## src/rtl/agen_pkg.sv

```systemverilog
// Shared types for the pointer-mode load address generator.
// Assumes 16-bit instruction words; field positions are fixed by the encoding.
package agen_pkg;

    localparam int INSTR_W = 16;
    localparam int DISP_W  = 6;
    localparam int REG_W   = 5;

    typedef enum logic [1:0] {
        AM_ILL  = 2'd0,
        AM_DISP = 2'd1,
        AM_PRE  = 2'd2,
        AM_POST = 2'd3
    } am_mode_e;

    typedef struct packed {
        am_mode_e            mode;
        logic                use_y;
        logic [DISP_W-1:0]   disp;
        logic [REG_W-1:0]    dst;
    } agen_dec_t;

endpackage

```

## src/rtl/agen_decode.sv

```systemverilog
// Classifies a 16-bit word as one of the pointer load forms and extracts fields.
// Purely combinational; assumes the caller qualifies the result with a valid strobe.
module agen_decode
    import agen_pkg::*;
(
    input  logic [INSTR_W-1:0] word,
    output agen_dec_t          dec
);

    localparam logic [6:0] AUTO_TOP = 7'b1001000;

    // Match the displacement form first, then the auto-modify group.
    always_comb begin
        dec.mode  = AM_ILL;
        dec.use_y = 1'b0;
        dec.disp  = '0;
        dec.dst   = word[8:4];
        if (word[15:14] == 2'b10 && !word[12] && !word[9]) begin
            dec.mode  = AM_DISP;
            dec.use_y = word[3];
            dec.disp  = {word[13], word[11:10], word[2:0]};
        end else if (word[15:9] == AUTO_TOP) begin
            case (word[3:0])
                4'b1010: begin dec.mode = AM_PRE;  dec.use_y = 1'b1; end
                4'b1001: begin dec.mode = AM_POST; dec.use_y = 1'b1; end
                4'b0010: begin dec.mode = AM_PRE;  dec.use_y = 1'b0; end
                4'b0001: begin dec.mode = AM_POST; dec.use_y = 1'b0; end
                default: dec.mode = AM_ILL;
            endcase
        end
    end

endmodule

```

## src/rtl/agen_calc.sv

```systemverilog
// Computes address and pointer write-back value from a decoded word.
// Combinational; arithmetic wraps modulo 2^AW. Assumes AW >= DISP_W.
module agen_calc
    import agen_pkg::*;
#(
    parameter int AW = 16
) (
    input  agen_dec_t        dec,
    input  logic [AW-1:0]    ptr_y,
    input  logic [AW-1:0]    ptr_z,
    output logic [AW-1:0]    addr,
    output logic [AW-1:0]    new_ptr,
    output logic             wr_en,
    output logic             bad
);

    logic [AW-1:0] base;
    logic [AW-1:0] base_dn;
    logic [AW-1:0] base_up;
    logic [AW-1:0] base_off;

    // Select the pointer pair and form the three candidate values.
    always_comb begin
        base     = dec.use_y ? ptr_y : ptr_z;
        base_dn  = base - AW'(1);
        base_up  = base + AW'(1);
        base_off = base + AW'(dec.disp);
    end

    // Pick the address and side effect for the decoded mode.
    always_comb begin
        addr    = '0;
        new_ptr = '0;
        wr_en   = 1'b0;
        bad     = 1'b0;
        unique case (dec.mode)
            AM_DISP: addr = base_off;
            AM_PRE:  begin addr = base_dn; new_ptr = base_dn; wr_en = 1'b1; end
            AM_POST: begin addr = base;    new_ptr = base_up; wr_en = 1'b1; end
            default: bad = 1'b1;
        endcase
    end

endmodule

```

## src/rtl/ptr_agen.sv

```systemverilog
// Pointer-mode load address generator: decode, compute, then register all results.
// Assumes pointer values are stable with instr in the strobe cycle; results appear one clock later.
module ptr_agen
    import agen_pkg::*;
#(
    parameter int AW = 16
) (
    input  logic               clk,
    input  logic               rst_n,
    input  logic               in_valid,
    input  logic [INSTR_W-1:0] instr,
    input  logic [AW-1:0]      ptr_y,
    input  logic [AW-1:0]      ptr_z,
    output logic               out_valid,
    output logic [AW-1:0]      mem_addr,
    output logic [REG_W-1:0]   dst_reg,
    output logic               ptr_wr_en,
    output logic               ptr_wr_sel,
    output logic [AW-1:0]      ptr_new,
    output logic               illegal
);

    agen_dec_t     dec;
    logic [AW-1:0] c_addr;
    logic [AW-1:0] c_new;
    logic          c_wr;
    logic          c_bad;

    agen_decode u_dec (
        .word (instr),
        .dec  (dec)
    );

    agen_calc #(.AW(AW)) u_calc (
        .dec     (dec),
        .ptr_y   (ptr_y),
        .ptr_z   (ptr_z),
        .addr    (c_addr),
        .new_ptr (c_new),
        .wr_en   (c_wr),
        .bad     (c_bad)
    );

    // Output register stage; strobe gates every flag.
    always_ff @(posedge clk) begin
        if (!rst_n) begin
            out_valid  <= 1'b0;
            mem_addr   <= '0;
            dst_reg    <= '0;
            ptr_wr_en  <= 1'b0;
            ptr_wr_sel <= 1'b0;
            ptr_new    <= '0;
            illegal    <= 1'b0;
        end else begin
            out_valid  <= in_valid;
            mem_addr   <= c_addr;
            dst_reg    <= dec.dst;
            ptr_wr_en  <= in_valid && c_wr;
            ptr_wr_sel <= dec.use_y;
            ptr_new    <= c_new;
            illegal    <= in_valid && c_bad;
        end
    end

    AST_STROBE_LATENCY: assert property (@(posedge clk) disable iff (!rst_n)
        in_valid |=> out_valid);
    AST_WR_NEEDS_VALID: assert property (@(posedge clk) disable iff (!rst_n)
        ptr_wr_en |-> out_valid);
    AST_ILLEGAL_NO_WR: assert property (@(posedge clk) disable iff (!rst_n)
        illegal |-> (!ptr_wr_en && mem_addr == '0));
    AST_DISP_NO_WR: assert property (@(posedge clk) disable iff (!rst_n)
        (in_valid && dec.mode == AM_DISP) |=> !ptr_wr_en);
    AST_UPDATE_PAIRING: assert property (@(posedge clk) disable iff (!rst_n)
        ptr_wr_en |-> (mem_addr == ptr_new || AW'(mem_addr + AW'(1)) == ptr_new));

endmodule

```

## config.mk

```make
export PLATFORM = sky130hd
export DESIGN_NAME = ptr_agen
export DESIGN_NICKNAME = d
export VERILOG_FILES = /design/src/rtl/agen_pkg.sv /design/src/rtl/agen_decode.sv /design/src/rtl/agen_calc.sv /design/src/rtl/ptr_agen.sv
export SDC_FILE = /design/constraint.sdc
export NUM_CORES = 1
export LEC_CHECK = 0
export BUFFER_PORTS_ARGS = -buffer_cell sky130_fd_sc_hd__buf_2
export CAP_MARGIN = 10
export CORE_UTILIZATION = 40
export DETAILED_ROUTE_END_ITERATION = 10
export PLACE_DENSITY_LB_ADDON = 0.2
export SETUP_SLACK_MARGIN = 0.2
export SKIP_CTS_REPAIR_TIMING = 1
export SLEW_MARGIN = 15
export SYNTH_ARGS = -nofsm -noshare
export SYNTH_HDL_FRONTEND = slang
export SYNTH_SLANG_ARGS = --single-unit
```

## constraint.sdc

```tcl
create_clock -name clk -period 7.8 [get_ports clk]
set_input_delay 1.56 -clock clk [delete_from_list [all_inputs] [get_ports clk]]
set_output_delay 1.56 -clock clk [all_outputs]
set_load 0.05 [all_outputs]
```

---- Word level (Yosys, flattened, before mapping) ----
Index checks and enable logic that the tools add are counted.
word-level totals
  bits in registers ....................... 41
  input port bits ......................... 51
  output and inout port bits .............. 41
operators by class
  add/sub/neg operators ................... 3
  equality and inequality tests ........... 9
  muxes and demuxes ....................... 10
  reductions and logical operators ........ 11
operator list
  kind                   count
  $pmux 16 s3            1
  $pmux 16 s2            1
  $add 16x1->16 const B  1
  $add 16x6->16          1
  $mux 16                1
  $sub 16x1->16 const B  1
  $eq 4x4->1 const B     2
  $reduce_or 2->1        4
  $eq 7x7->1 const B     1
  $eq 2x2->1 const B     3
  $mux 3                 2
  $mux 6                 1
  $eq 4x1->1 const B     1
  $eq 4x2->1 const B     1
  $logic_and 1x1->1      4
  $pmux 2 s2             1
  $mux 1                 3
  $reduce_or 3->1        1
  $eq 2x1->1 const B     1
  $logic_not 1->1        2

---- Depth between registers and ports, before layout ----
Gate-level depths: netlist of run 1.
  word-level depth ........................ 9
  gate-level depth with buffers ........... 18

---- Hierarchy ----
Synthesis of run 1 repeated with hierarchy kept, for this count alone.
second synthesis, totals
  cell total of the unflattened synthesis .. 385
  area total of the unflattened synthesis .. 3,105.5 µm²
by module, submodules not included
  module       times used  cells an instance  area an instance (µm²)  seq. area each (µm²)
  agen_calc    1           276                1,850.5                 0.0
  ptr_agen     1           86                 1,109.8                 820.8
  agen_decode  1           23                 145.1                   0.0

---- Worst setup path before layout of run 1 ----
No wires, ideal clock.
  path type ............................... input -> register
  start point ............................. input instr[10]
  end point ............................... register mem_addr[8]
  setup time .............................. 128 ps
  arrival ................................. 4,794 ps
  required time ........................... 7,672 ps
  setup slack ............................. 2,878 ps
  stages on the path ...................... 15
  path buffers ............................ 2
  cells stage by stage .................... buf_6 or4_4 o21ai_4 nand2_4 buf_6 mux2i_4 inv_1 ha_1 ha_1 nor4_1 a211oi_1 o31ai_4 xor2_1 a211oi_1 nor2_1
on the way
  longest elaborated chain between the ends .. 6
  elaborated cells between the ends (all ways) .. 11
  classes of those cells .................. 2 x add/sub; 4 x eq/ne; 5 x mux
RTL lines
  element                                         line                              source
  start: declaration                              ptr_agen.sv:11                    input logic [INSTR_W-1:0] instr,
  $eq 7x7->1                                      agen_decode.sv:22                 end else if (word[15:9] == AUTO_TOP) begin
  $mux 3                                          agen_decode.sv:22
  $mux 3                                          agen_decode.sv:18                 if (word[15:14] == 2'b10 && !word[12] && !word[9]) begin
  $mux 16                                         agen_calc.sv:24                   base = dec.use_y ? ptr_y : ptr_z;
  $sub 16x1->16 or $add 16x6->16 (tied branches)  agen_calc.sv:25, agen_calc.sv:27
  $pmux 16 s3 *                                   agen_calc.sv:36                   unique case (dec.mode)
  end signal: assignment                          ptr_agen.sv:56                    mem_addr <= c_addr;
  end: declaration                                ptr_agen.sv:15                    output logic [AW-1:0] mem_addr,
Mark *: on every way between the ends. The rest lies on a longest branch, timed or not.
A chain may end at the register's enable or synchronous reset.

---- Worst setup path after layout of run 1 ----
  start point ............................. input instr[2]
  end point ............................... register mem_addr[8]
on the way
  longest elaborated chain between the ends .. 8
  elaborated cells between the ends (all ways) .. 19
  classes of those cells .................. 2 x add/sub; 7 x eq/ne; 7 x mux; 3 x reduce/logical
RTL lines
  element                                         line                              source
  $eq 4x4->1                                      agen_decode.sv:23                 case (word[3:0])
  $reduce_or 2->1 (no source line)                --
  $mux 1                                          agen_decode.sv:23
  $mux 3                                          agen_decode.sv:22
  $mux 3                                          agen_decode.sv:18
  $mux 16                                         agen_calc.sv:24
  $sub 16x1->16 or $add 16x6->16 (tied branches)  agen_calc.sv:25, agen_calc.sv:27
  $pmux 16 s3 *                                   agen_calc.sv:36
Marked as above.

==> metrics.md, run 1 <==
| Metric | Value |
|---|---|
| Status | `finished clean` |
| Post-synth EDFFs | `0` |
| Initial DRC Count | `between 200 and 300` |
| Syn Nets | `448` |
| Initial Utilization | `0.422` |
| Total number of vias | `between 3,000 and 4,000` |
| Die height | `approximately 90 um` |
| Mapped Cells | `between 300 and 400` |
| DR vias/cell | `5.54` |
| P per Cell Area | `~130 nW/um^2` |
| Design Area, Final | `3720 um^2` |
| Critical Path AT | `between 5000 and 6000 ps` |
| Post-route ant nets | `0` |
| First-pass GRT wire length | `approximately 14,000 um` |
| Gr ovfl total | `0` |
| Max_cap viols | `0` |
| Hold Vio Cnt, Final | `0` |
| Number of global-route vias before repair | `~2,800` |
| Final WL | `~8700 um` |
| Post-DP Area | `approximately 3600 um^2` |
| DRC viols | `0` |
| Hold Path Class | `in -> reg` |
| Port Buf Inserts | `~90` |
| Drt pass-1 iters | `5` |
| Clock-pin slew on the worst setup and hold paths | `approximately 80 ps` |
| Cell variety after synth | `70` |
| Top FF cell, synth | `dfxtp_1` |
| Crit path setup slack, layout | `approximately 2400 ps` |
| Number of synthesized register bits | `41` |
| Clock tree from TritonCTS | `yes` |
| Core area | `7410 um^2` |
| Startpoint Class | `input pin` |
| H-tree levels | `2` |
| RSZ-0062 raised after global routing | `false` |
| Tmin final | `roughly 5400 ps` |
| Pins Over Slew Limit | `0` |
| Dpl ws | `approximately 2200 ps` |
| # rows | `31` |
| Share of cells above drive strength 1 | `0.281` |
| Most common cell after layout, fill and taps aside | `buf_2` |
| Ports | `92` |
| Final GP Congestion | `between 0.8 and 0.9` |
| Synthesis-to-layout area growth | `18.8%` |
| Number of CTS-inserted buffers | `5` |
| Antenna violations before repair | `0` |
| Synth Area per Inst | `~8.0 um^2` |
| Worst slew pin tran | `around 940 ps` |
| Most frequent cells in the layout | `buf_2 (91), nor2_1 (42), dfxtp_1 (41), nand2_1 (36), a21oi_1 (27)` |
| Die area | `between 8000 and 9000 um^2` |
| Largest net degree at the start of global routing | `23` |
| Mapped Area | `between 3000 and 4000 um^2` |
| Hold path depth | `2` |
| Wire length per cell | `roughly 15 um` |
| CTS root buffer | `clkbuf_8` |
| Ys Warns | `0` |
| P_leak | `roughly 1.5 nW` |
| Final setup viols | `0` |
| Post-synthesis async set-or-reset flop share | `0` |
| Total power | `0.487 mW` |
| Post-synthesis sequential area ratio | `0.262` |
| Critical Path End Type | `flop` |
| TNS Setup | `0 ps` |
| Die width | `between 90 and 100 um` |
| Slew margin rel. | `0.355` |
| HPWL Detailed | `approximately 6800 um` |
| Antenna fix cells | `0` |
| Clk sink count | `just over 40` |
| Final period util | `0.693` |
| Req. time, crit path | `between 7000 and 8000 ps` |
| Crit-path max FO | `20` |
| Fin nets | `527` |
| WHS | `1480 ps` |
| Fmax | `185 MHz` |
| Max rail drop VDD | `0.0760 mV` |
| GRT Util Overall | `0.215` |
| Clock Path Buffers | `2` |
| Kind of critical path | `in -> reg` |
==> routing by layer <==
layer,wire (um),global-route usage
met1,4320,0.323
met2,3640,0.320
met3,655,0.0295
met4,123,0.0484
met5,0,0
==> per-stage QoR <==
step,cells,utilization
floorplan,391,-
global placement,562,0.488
detailed placement,562,0.488
CTS,569,0.502
global route,569,0.502
finish,569,0.502
==> cell families after synthesis <==
group                    after synthesis  share of synthesized area
AO/OA/AOI/OAI                         95                      0.202
multiplexers                          19                     0.0828
adder cells (fa/ha/maj)                7                     0.0276
AND/OR/NAND/NOR                      162                      0.274
XOR/XNOR                              37                      0.104
buffers and inverters                 30                     0.0480
flip-flops                            41                      0.262
==> Yosys cell counts (2+ instances only) <==
cell type   n  area, um^2
nor2_1     42         158
dfxtp_1    41         821
nand2_1    36         135
a21oi_1    27         135
xnor2_1    25         219
nand3_1    20         100
o21ai_0    19        95.1
and2_1     13        81.3
clkbuf_1   12        45.0
nor3_1     12        60.1
xor2_1     12         105
a22oi_1    10        75.1
inv_1       9        33.8
mux2i_1     7        70.1
ha_1        6        75.1
nand4_1     6        37.5
o22ai_1     6        37.5
mux2i_2     5        68.8
o21ai_1     5        25.0
and3_1      4        25.0
buf_6       4        45.0
a211oi_1    3        22.5
a31oi_1     3        18.8
buf_2       3        15.0
mux2i_4     3        67.6
nor3b_1     3        22.5
a32oi_1     2        17.5
a41oi_1     2        17.5
mux2_2      2        22.5
mux2_4      2        30.0
nand4b_1    2        17.5
nor2b_1     2        12.5
nor4_1      2        12.5
nor4_2      2        25.0
o211ai_1    2        15.0
o31ai_1     2        15.0
or3_1       2        12.5
==> power by group <==
part | internal, mW | leakage [nW] | total, mW | switching (mW)
Clock | 0.0930 | 0.0540 | 0.163 | 0.0705
Combinational | 0.0390 | 1.14 | 0.111 | 0.0718
Sequential | 0.212 | 0.333 | 0.213 | 0.000703
Total | 0.344 | 1.52 | 0.487 | 0.143
==> final timing paths <==
| kind | endpoint | start |
|---|---|---|
| setup / recovery | mem_addr[8] | instr[2] |
| hold / removal | dst_reg[3] | instr[7] |
==> cell type report <==
cell class / count / area, um^2
Tap cell: 99 / 124
Multi-Input combinational cell: 320 / 2160
Clock buffer: 5 / 68.8
Sequential cell: 41 / 821
Inverter: 9 / 33.8
Timing Repair Buffer: 93 / 470
Fill cell: 755 / 3690
Clock inverter: 2 / 35.0
==> critical path, stage by stage <==
cell	delay, ps
buf_2	170
or4_4	580
o21ai_4	230
nand2_4	280
mux2i_4	430
inv_1	160
ha_1	320
ha_1	230
nor4_1	530
a211oi_1	180
o31ai_4	410
xor2_1	110
a211oi_1	250
nor2_1	70
Power figures use the tool's default switching activity.
==> run 2: changes to the inputs <==
ABC_AREA = 1   (was unset)
clock period = 5.2 ns   (was 7.8 ns; I/O delays follow)
==> run 2 against run 1 <==
Combinational power rose by 50%. Sequential share of layout area fell by 1.0 points. Setup slack got worse by 630 ps. Critical path type unchanged. Largest cell class unchanged.
==> metrics.md, run 2 <==
| Metric | Value |
|---|---|
| Post-synth EDFFs | `0` |
| Port Buf Inserts | `a little over 90` |
| Mapped Cells | `between 500 and 600` |
| H-tree levels | `2` |
| Worst slew pin tran | `between 700 and 800 ps` |
| Synth top area cells | `dfxtp_1 (25%), nand3_1 (13%), nand2_1 (13%)` |
| Tmin final | `approximately 3400 ps` |
| Post-Place Cells | `slightly above 700` |
| Combinational cell fraction of total power | `0.238` |
| Hold Path Class | `in -> reg` |
| Synth Area per Inst | `between 6 and 7 um^2` |
| CTS root buffer | `clkbuf_8` |
| Initial DRC Count | `224` |
| Synth top area share | `0.248` |
| Most common cell after layout, fill and taps aside | `nand2_1` |
| Mapped Area | `about 3300 um^2` |
| Fmax | `roughly 290 MHz` |
| Clock network fraction of total power | `0.305` |
| WHS | `a little over 900 ps` |
| Core area | `between 7000 and 8000 um^2` |
| DRC viols | `0` |
| Die height | `92.9 um` |
| Ys Warns | `0` |
| Fin cells | `716` |
| P_leak | `between 1.5 and 2 nW` |
| Post-synthesis sequential area ratio | `0.248` |
| First-pass GRT wire length | `~16,000 um` |
| Antenna violations before repair | `0` |
| Final setup viols | `0` |
| Crit-path max FO | `23` |
| Max rail drop VDD | `~0.09 mV` |
| Number of CTS-inserted buffers | `5` |
| Cell variety after synth | `38` |
| Syn Nets | `about 580` |
| Ports | `between 90 and 100` |
| Hold Vio Cnt, Final | `0` |
| Clk sink count | `~40` |
| Critical Path End Type | `flop` |
| Design Area, Final | `~3900 um^2` |
| Post-DP Area | `about 3800 um^2` |
| Critical path's slowest cell | `nand2_4` |
| RSZ-0062 raised after global routing | `false` |
| Sw Pwr | `0.238 mW` |
| Seq. cell area | `between 800 and 900 um^2` |
| Slew margin rel. | `0.484` |
| Clock tree from TritonCTS | `yes` |
| Status | `finished clean` |
| Total number of vias | `3,667` |
| HPWL Detailed | `approximately 7500 um` |
| Final period util | `0.660` |
| Crit path top cell by count | `nand2_1` |
| Fin nets | `670` |
| Crit-path max cell delay | `260 ps` |
| Clock Path Buffers | `2` |
| Final WL | `between 9000 and 10,000 um` |
| Final GP Congestion | `0.891` |
| Critical Path AT | `approximately 3700 ps` |
| Largest area contributor in the netlist | `dfxtp_1` |
| Drt pass-1 iters | `5` |
| Req. time, crit path | `approximately 5400 ps` |
| Wire length per cell | `roughly 13 um` |
| Synthesis-to-layout area growth | `18.0%` |
| Post-synthesis async set-or-reset flop share | `0` |
| Share of cells above drive strength 1 | `0.288` |
| Die area | `8630 um^2` |
| Post-route ant nets | `0` |
| Switching share of power | `0.341` |
| Die width | `approximately 93 um` |
| Total power | `roughly 0.70 mW` |
| Number of synthesized register bits | `41` |
| Clock-pin slew on the worst setup and hold paths | `80 ps` |
| Reg power frac | `0.457` |
| Largest net degree at the start of global routing | `25` |
| Antenna fix cells | `0` |
| Multi-input gate area | `~2100 um^2` |
| P per Cell Area | `about 180 nW/um^2` |
| # rows | `32` |
| Number of global-route vias before repair | `between 3,000 and 4,000` |
| Fillers | `866` |
| Max_cap viols | `0` |
| Most frequent cells in the layout | `nand2_1 (116), buf_2 (91), nand3_1 (88), inv_1 (62), nor2_1 (44)` |
| Top FF cell, synth | `dfxtp_1` |
| Pins Over Slew Limit | `0` |
| Gr ovfl total | `0` |
| Kind of critical path | `in -> reg` |
| Initial Utilization | `0.421` |
| DR vias/cell | `slightly above 5` |
| Startpoint Class | `input pin` |
| Most numerous cell in the Yosys netlist | `nand2_1` |
| TNS Setup | `0 ps` |
| GRT Util Overall | `0.234` |
| Worst-path cell chain | `buf_2 > inv_1 > nand3_1 > nand2_2 > nand2_2 > nand2_4 > nand2_4 > nand2_1 > nand2_2 > inv_1 > ha_1 > nand2_1 > nor2_2 > nand2_1 > inv_1 > nand3_1 > nand2_1 > nand3_1 > nand2_1 > inv_1 > a21oi_1` |
| Internal power | `0.460 mW` |
| Commonest cells post-synth | `nand2_1 (116), nand3_1 (88), inv_1 (62), nor2_1 (44), dfxtp_1 (41)` |
==> run 2: changes by cell type after synthesis, moves of 9 or more <==
cell | previous run | this run
inv_1 | 9 | 62
xnor2_1 | 25 | 0
nand2_2 | 1 | 23
xor2_1 | 12 | 2
nand2_1 | 36 | 116
nor2_2 | 1 | 10
and2_1 | 13 | 1
nand3_1 | 20 | 88
nand2_4 | 1 | 14
a22oi_1 | 10 | 0
nor3_1 | 12 | 3
==> run 2: cell families (layout without fill, tap and decap cells) <==
logic type / Yosys count / count (layout) / share of synthesized area
AO/OA/AOI/OAI: 68 / 68 / 0.117
XOR/XNOR: 2 / 2 / 0.00530
adder cells (fa/ha/maj): 6 / 6 / 0.0227
buffers and inverters: 89 / 177 / 0.116
flip-flops: 41 / 41 / 0.248
AND/OR/NAND/NOR: 320 / 320 / 0.491
==> run 2: routing by layer <==
metal	global-route usage	up-vias	wire length, um
met5	0	-	0
met4	0.0654	0	131
met2	0.371	152	4190
met1	0.328	1623	4490
met3	0.0328	13	725
li1	-	1879	-
==> run 2: worst max-delay path, delay by kind of cell <==
kind	cells	cell delay, ps
compound gates	1	130
fa+ha+maj	1	260
buf+inv	5	480
simple gates	14	1730
==> run 2: area by class of cell <==
| class | instances | share of cell area |
|---|---|---|
| multi-input cells | 396 | 0.539 |
| flip-flops and latches | 41 | 0.211 |
| repair buffers | 92 | 0.119 |
| inverters | 77 | 0.0773 |
| well taps | 102 | 0.0327 |
| clock buffers | 5 | 0.0177 |
| clock inverters | 3 | 0.00449 |
==> run 2: final timing paths <==
path	from	end	slack, ps	cells past startpoint
setup / recovery	instr[0]	mem_addr[14]	1770	21
hold / removal	instr[8]	dst_reg[4]	910	3
==> run 2: power by group through the flow <==
stage | sequential [mW] | clock [mW] | combinational [mW]
2_1_floorplan | 0.342 | 0 | 0.100
3_3_place_gp | 0.326 | 0 | 0.163
3_5_place_dp | 0.327 | 0 | 0.164
4_1_cts | 0.319 | 0.222 | 0.165
5_1_grt | 0.320 | 0.232 | 0.184
6_report | 0.319 | 0.213 | 0.166
==> run 2: per-stage QoR <==
step	setup slack (ps)	utilization
finish	1770	0.497
global route	1430	0.497
CTS	1780	0.497
detailed placement	1460	0.486
global placement	1510	0.486
floorplan	2160	-
==> run 3: changes to the inputs <==
ABC_AREA = 0   (was 1)
clock period = 3.2 ns   (was 5.2 ns; I/O delays follow)
==> run 3 against run 2 <==
Core utilization increased by 15 points. Clock-buffer cell count increased by 1. Clock power increased by 64%. Sequential cell count unchanged. Final cell count decreased by 6.7%. The run now ends with negative setup slack left. Combinational power increased by 130%. Largest cell class unchanged. Routed wire length increased by 7.7%. First-iteration DRC count decreased by 17%. Critical path depth decreased by 5. Sequential share of layout area decreased by 4.0 points. Die area decreased by 5.2%.
==> metrics.md, run 3 (same netlist as run 1, synthesis figures left out) <==
| Metric | Value |
|---|---|
| Clock-pin slew on the worst setup and hold paths | `around 80 ps` |
| Initial Utilization | `0.422` |
| Total number of vias | `about 3,600` |
| Hold Path Class | `in -> reg` |
| Die width | `90.4 um` |
| Hold Vio Cnt, Final | `0` |
| Core area | `7410 um^2` |
| Req. time, crit path | `between 3000 and 4000 ps` |
| RSZ-0062 raised after global routing | `true` |
| Most common cell after layout, fill and taps aside | `buf_4` |
| Number of global-route vias before repair | `~3,500` |
| Wire length per cell | `15.4 um` |
| Combinational cell fraction of total power | `0.307` |
| DR vias/cell | `around 5.4` |
| Final GP Congestion | `just over 0.9` |
| HPWL Detailed | `a little under 8000 um` |
| Clock tree from TritonCTS | `yes` |
| Clock network fraction of total power | `0.279` |
| Fin nets | `626` |
| # rows | `31` |
| Critical Path End Type | `flop` |
| Worst-path cell chain | `buf_6 > or4_4 > o21ai_4 > nand3_2 > and2_4 > inv_4 > ha_4 > nand3_2 > a21oi_2 > a311oi_2 > buf_4 > a211oi_4 > o31ai_4 > xor2_1 > a211oi_2 > nor2_1` |
| Internal power | `0.862 mW` |
| Critical Path AT | `approximately 3700 ps` |
| Critical path's slowest cell | `or4_4` |
| Fmax | `between 200 and 300 MHz` |
| Tmin final | `3470 ps` |
| Most frequent cells in the layout | `buf_4 (99), buf_2 (88), dfxtp_1 (41), nor2_1 (37), nand2_1 (36)` |
| GRT Util Overall | `0.244` |
| Final period util | `1.08` |
| Ports | `slightly above 90` |
| Reg power frac | `0.414` |
| Antenna fix cells | `0` |
| Worst slew pin tran | `between 700 and 800 ps` |
| Largest net degree at the start of global routing | `17` |
| Crit path setup slack, layout | `-270 ps` |
| First-pass GRT wire length | `around 16,000 um` |
| Status | `complete, but fails checks` |
| Crit-path max cell delay | `roughly 550 ps` |
| Sw Pwr | `roughly 0.39 mW` |
| Post-route ant nets | `0` |
| Clk sink count | `41` |
| Max_cap viols | `0` |
| Final WL | `approximately 10,000 um` |
| Fillers | `631` |
| CTS root buffer | `clkbuf_8` |
| Number of CTS-inserted buffers | `5` |
| Drt pass-1 iters | `4` |
| Crit path top cell by count | `nand3_2` |
| Share of cells above drive strength 1 | `0.496` |
| Antenna violations before repair | `0` |
| DRC viols | `0` |
| Die area | `about 8200 um^2` |
| Final setup viols | `8` |
| Slew margin rel. | `0.509` |
| Max rail drop VDD | `~0.12 mV` |
| Delay-heaviest family, CP | `compound AO/OA/AOI/OAI gates` |
| Initial DRC Count | `roughly 190` |
| Clock Path Buffers | `2` |
| Gr ovfl total | `0` |
| Failing checks | `negative setup slack` |
| WHS | `between 500 and 600 ps` |
| Kind of critical path | `in -> reg` |
| Design Area, Final | `between 4000 and 5000 um^2` |
| Port Buf Inserts | `between 90 and 100` |
| Pins Over Slew Limit | `0` |
| P_leak | `2.05 nW` |
| Startpoint Class | `input pin` |
| Crit-path max FO | `4` |
| Buf/Inv on CP | `3` |
| P per Cell Area | `between 200 and 300 nW/um^2` |
| Die height | `around 90 um` |
| Switching share of power | `0.312` |
| Total power | `approximately 1.3 mW` |
| Synthesis-to-layout area growth | `53.9%` |
| Post-DP Area | `4390 um^2` |
| H-tree levels | `2` |
-- run 3: cell type report --
class	count	area, um^2	share of cell area
repair buffers	192	1260	0.261
multi-input cells	320	2480	0.516
clock buffers	6	82.6	0.0172
inverters	9	36.3	0.00754
clock inverters	1	7.51	0.00156
flip-flops and latches	41	821	0.171
well taps	99	124	0.0257
-- run 3: power groups by stage --
stage / sequential, mW / clock [mW] / combinational (mW)
floorplan: 0.560 / 0 / 0.166
global placement: 0.531 / 0 / 0.343
detailed placement: 0.531 / 0 / 0.350
CTS: 0.519 / 0.356 / 0.351
global route: 0.520 / 0.379 / 0.412
finish: 0.519 / 0.349 / 0.384
-- run 3: final timing paths --
path      from          end  slack [ps]  cells past startpoint
max   instr[2]  mem_addr[8]        -270                     16
min   instr[7]   dst_reg[3]         550                      2
-- run 3: through the flow --
stage               std cells  utilization  TNS (ps)  setup slack [ps]
floorplan                 391            -     -4520              -418
CTS                       654        0.605     -1360              -236
global route              668        0.650     -2670              -368
finish                    668        0.650     -1300              -270
global placement          647        0.593     -5200              -497
detailed placement        647        0.593     -6400              -548
-- run 3: per-layer routing --
metal	vias to the layer above	wire (um)	GRT usage
li1	1755	-	-
met1	1705	4180	0.295
met2	124	5400	0.444
met3	19	497	0.0337
met4	0	193	0.0726
met5	-	0	0
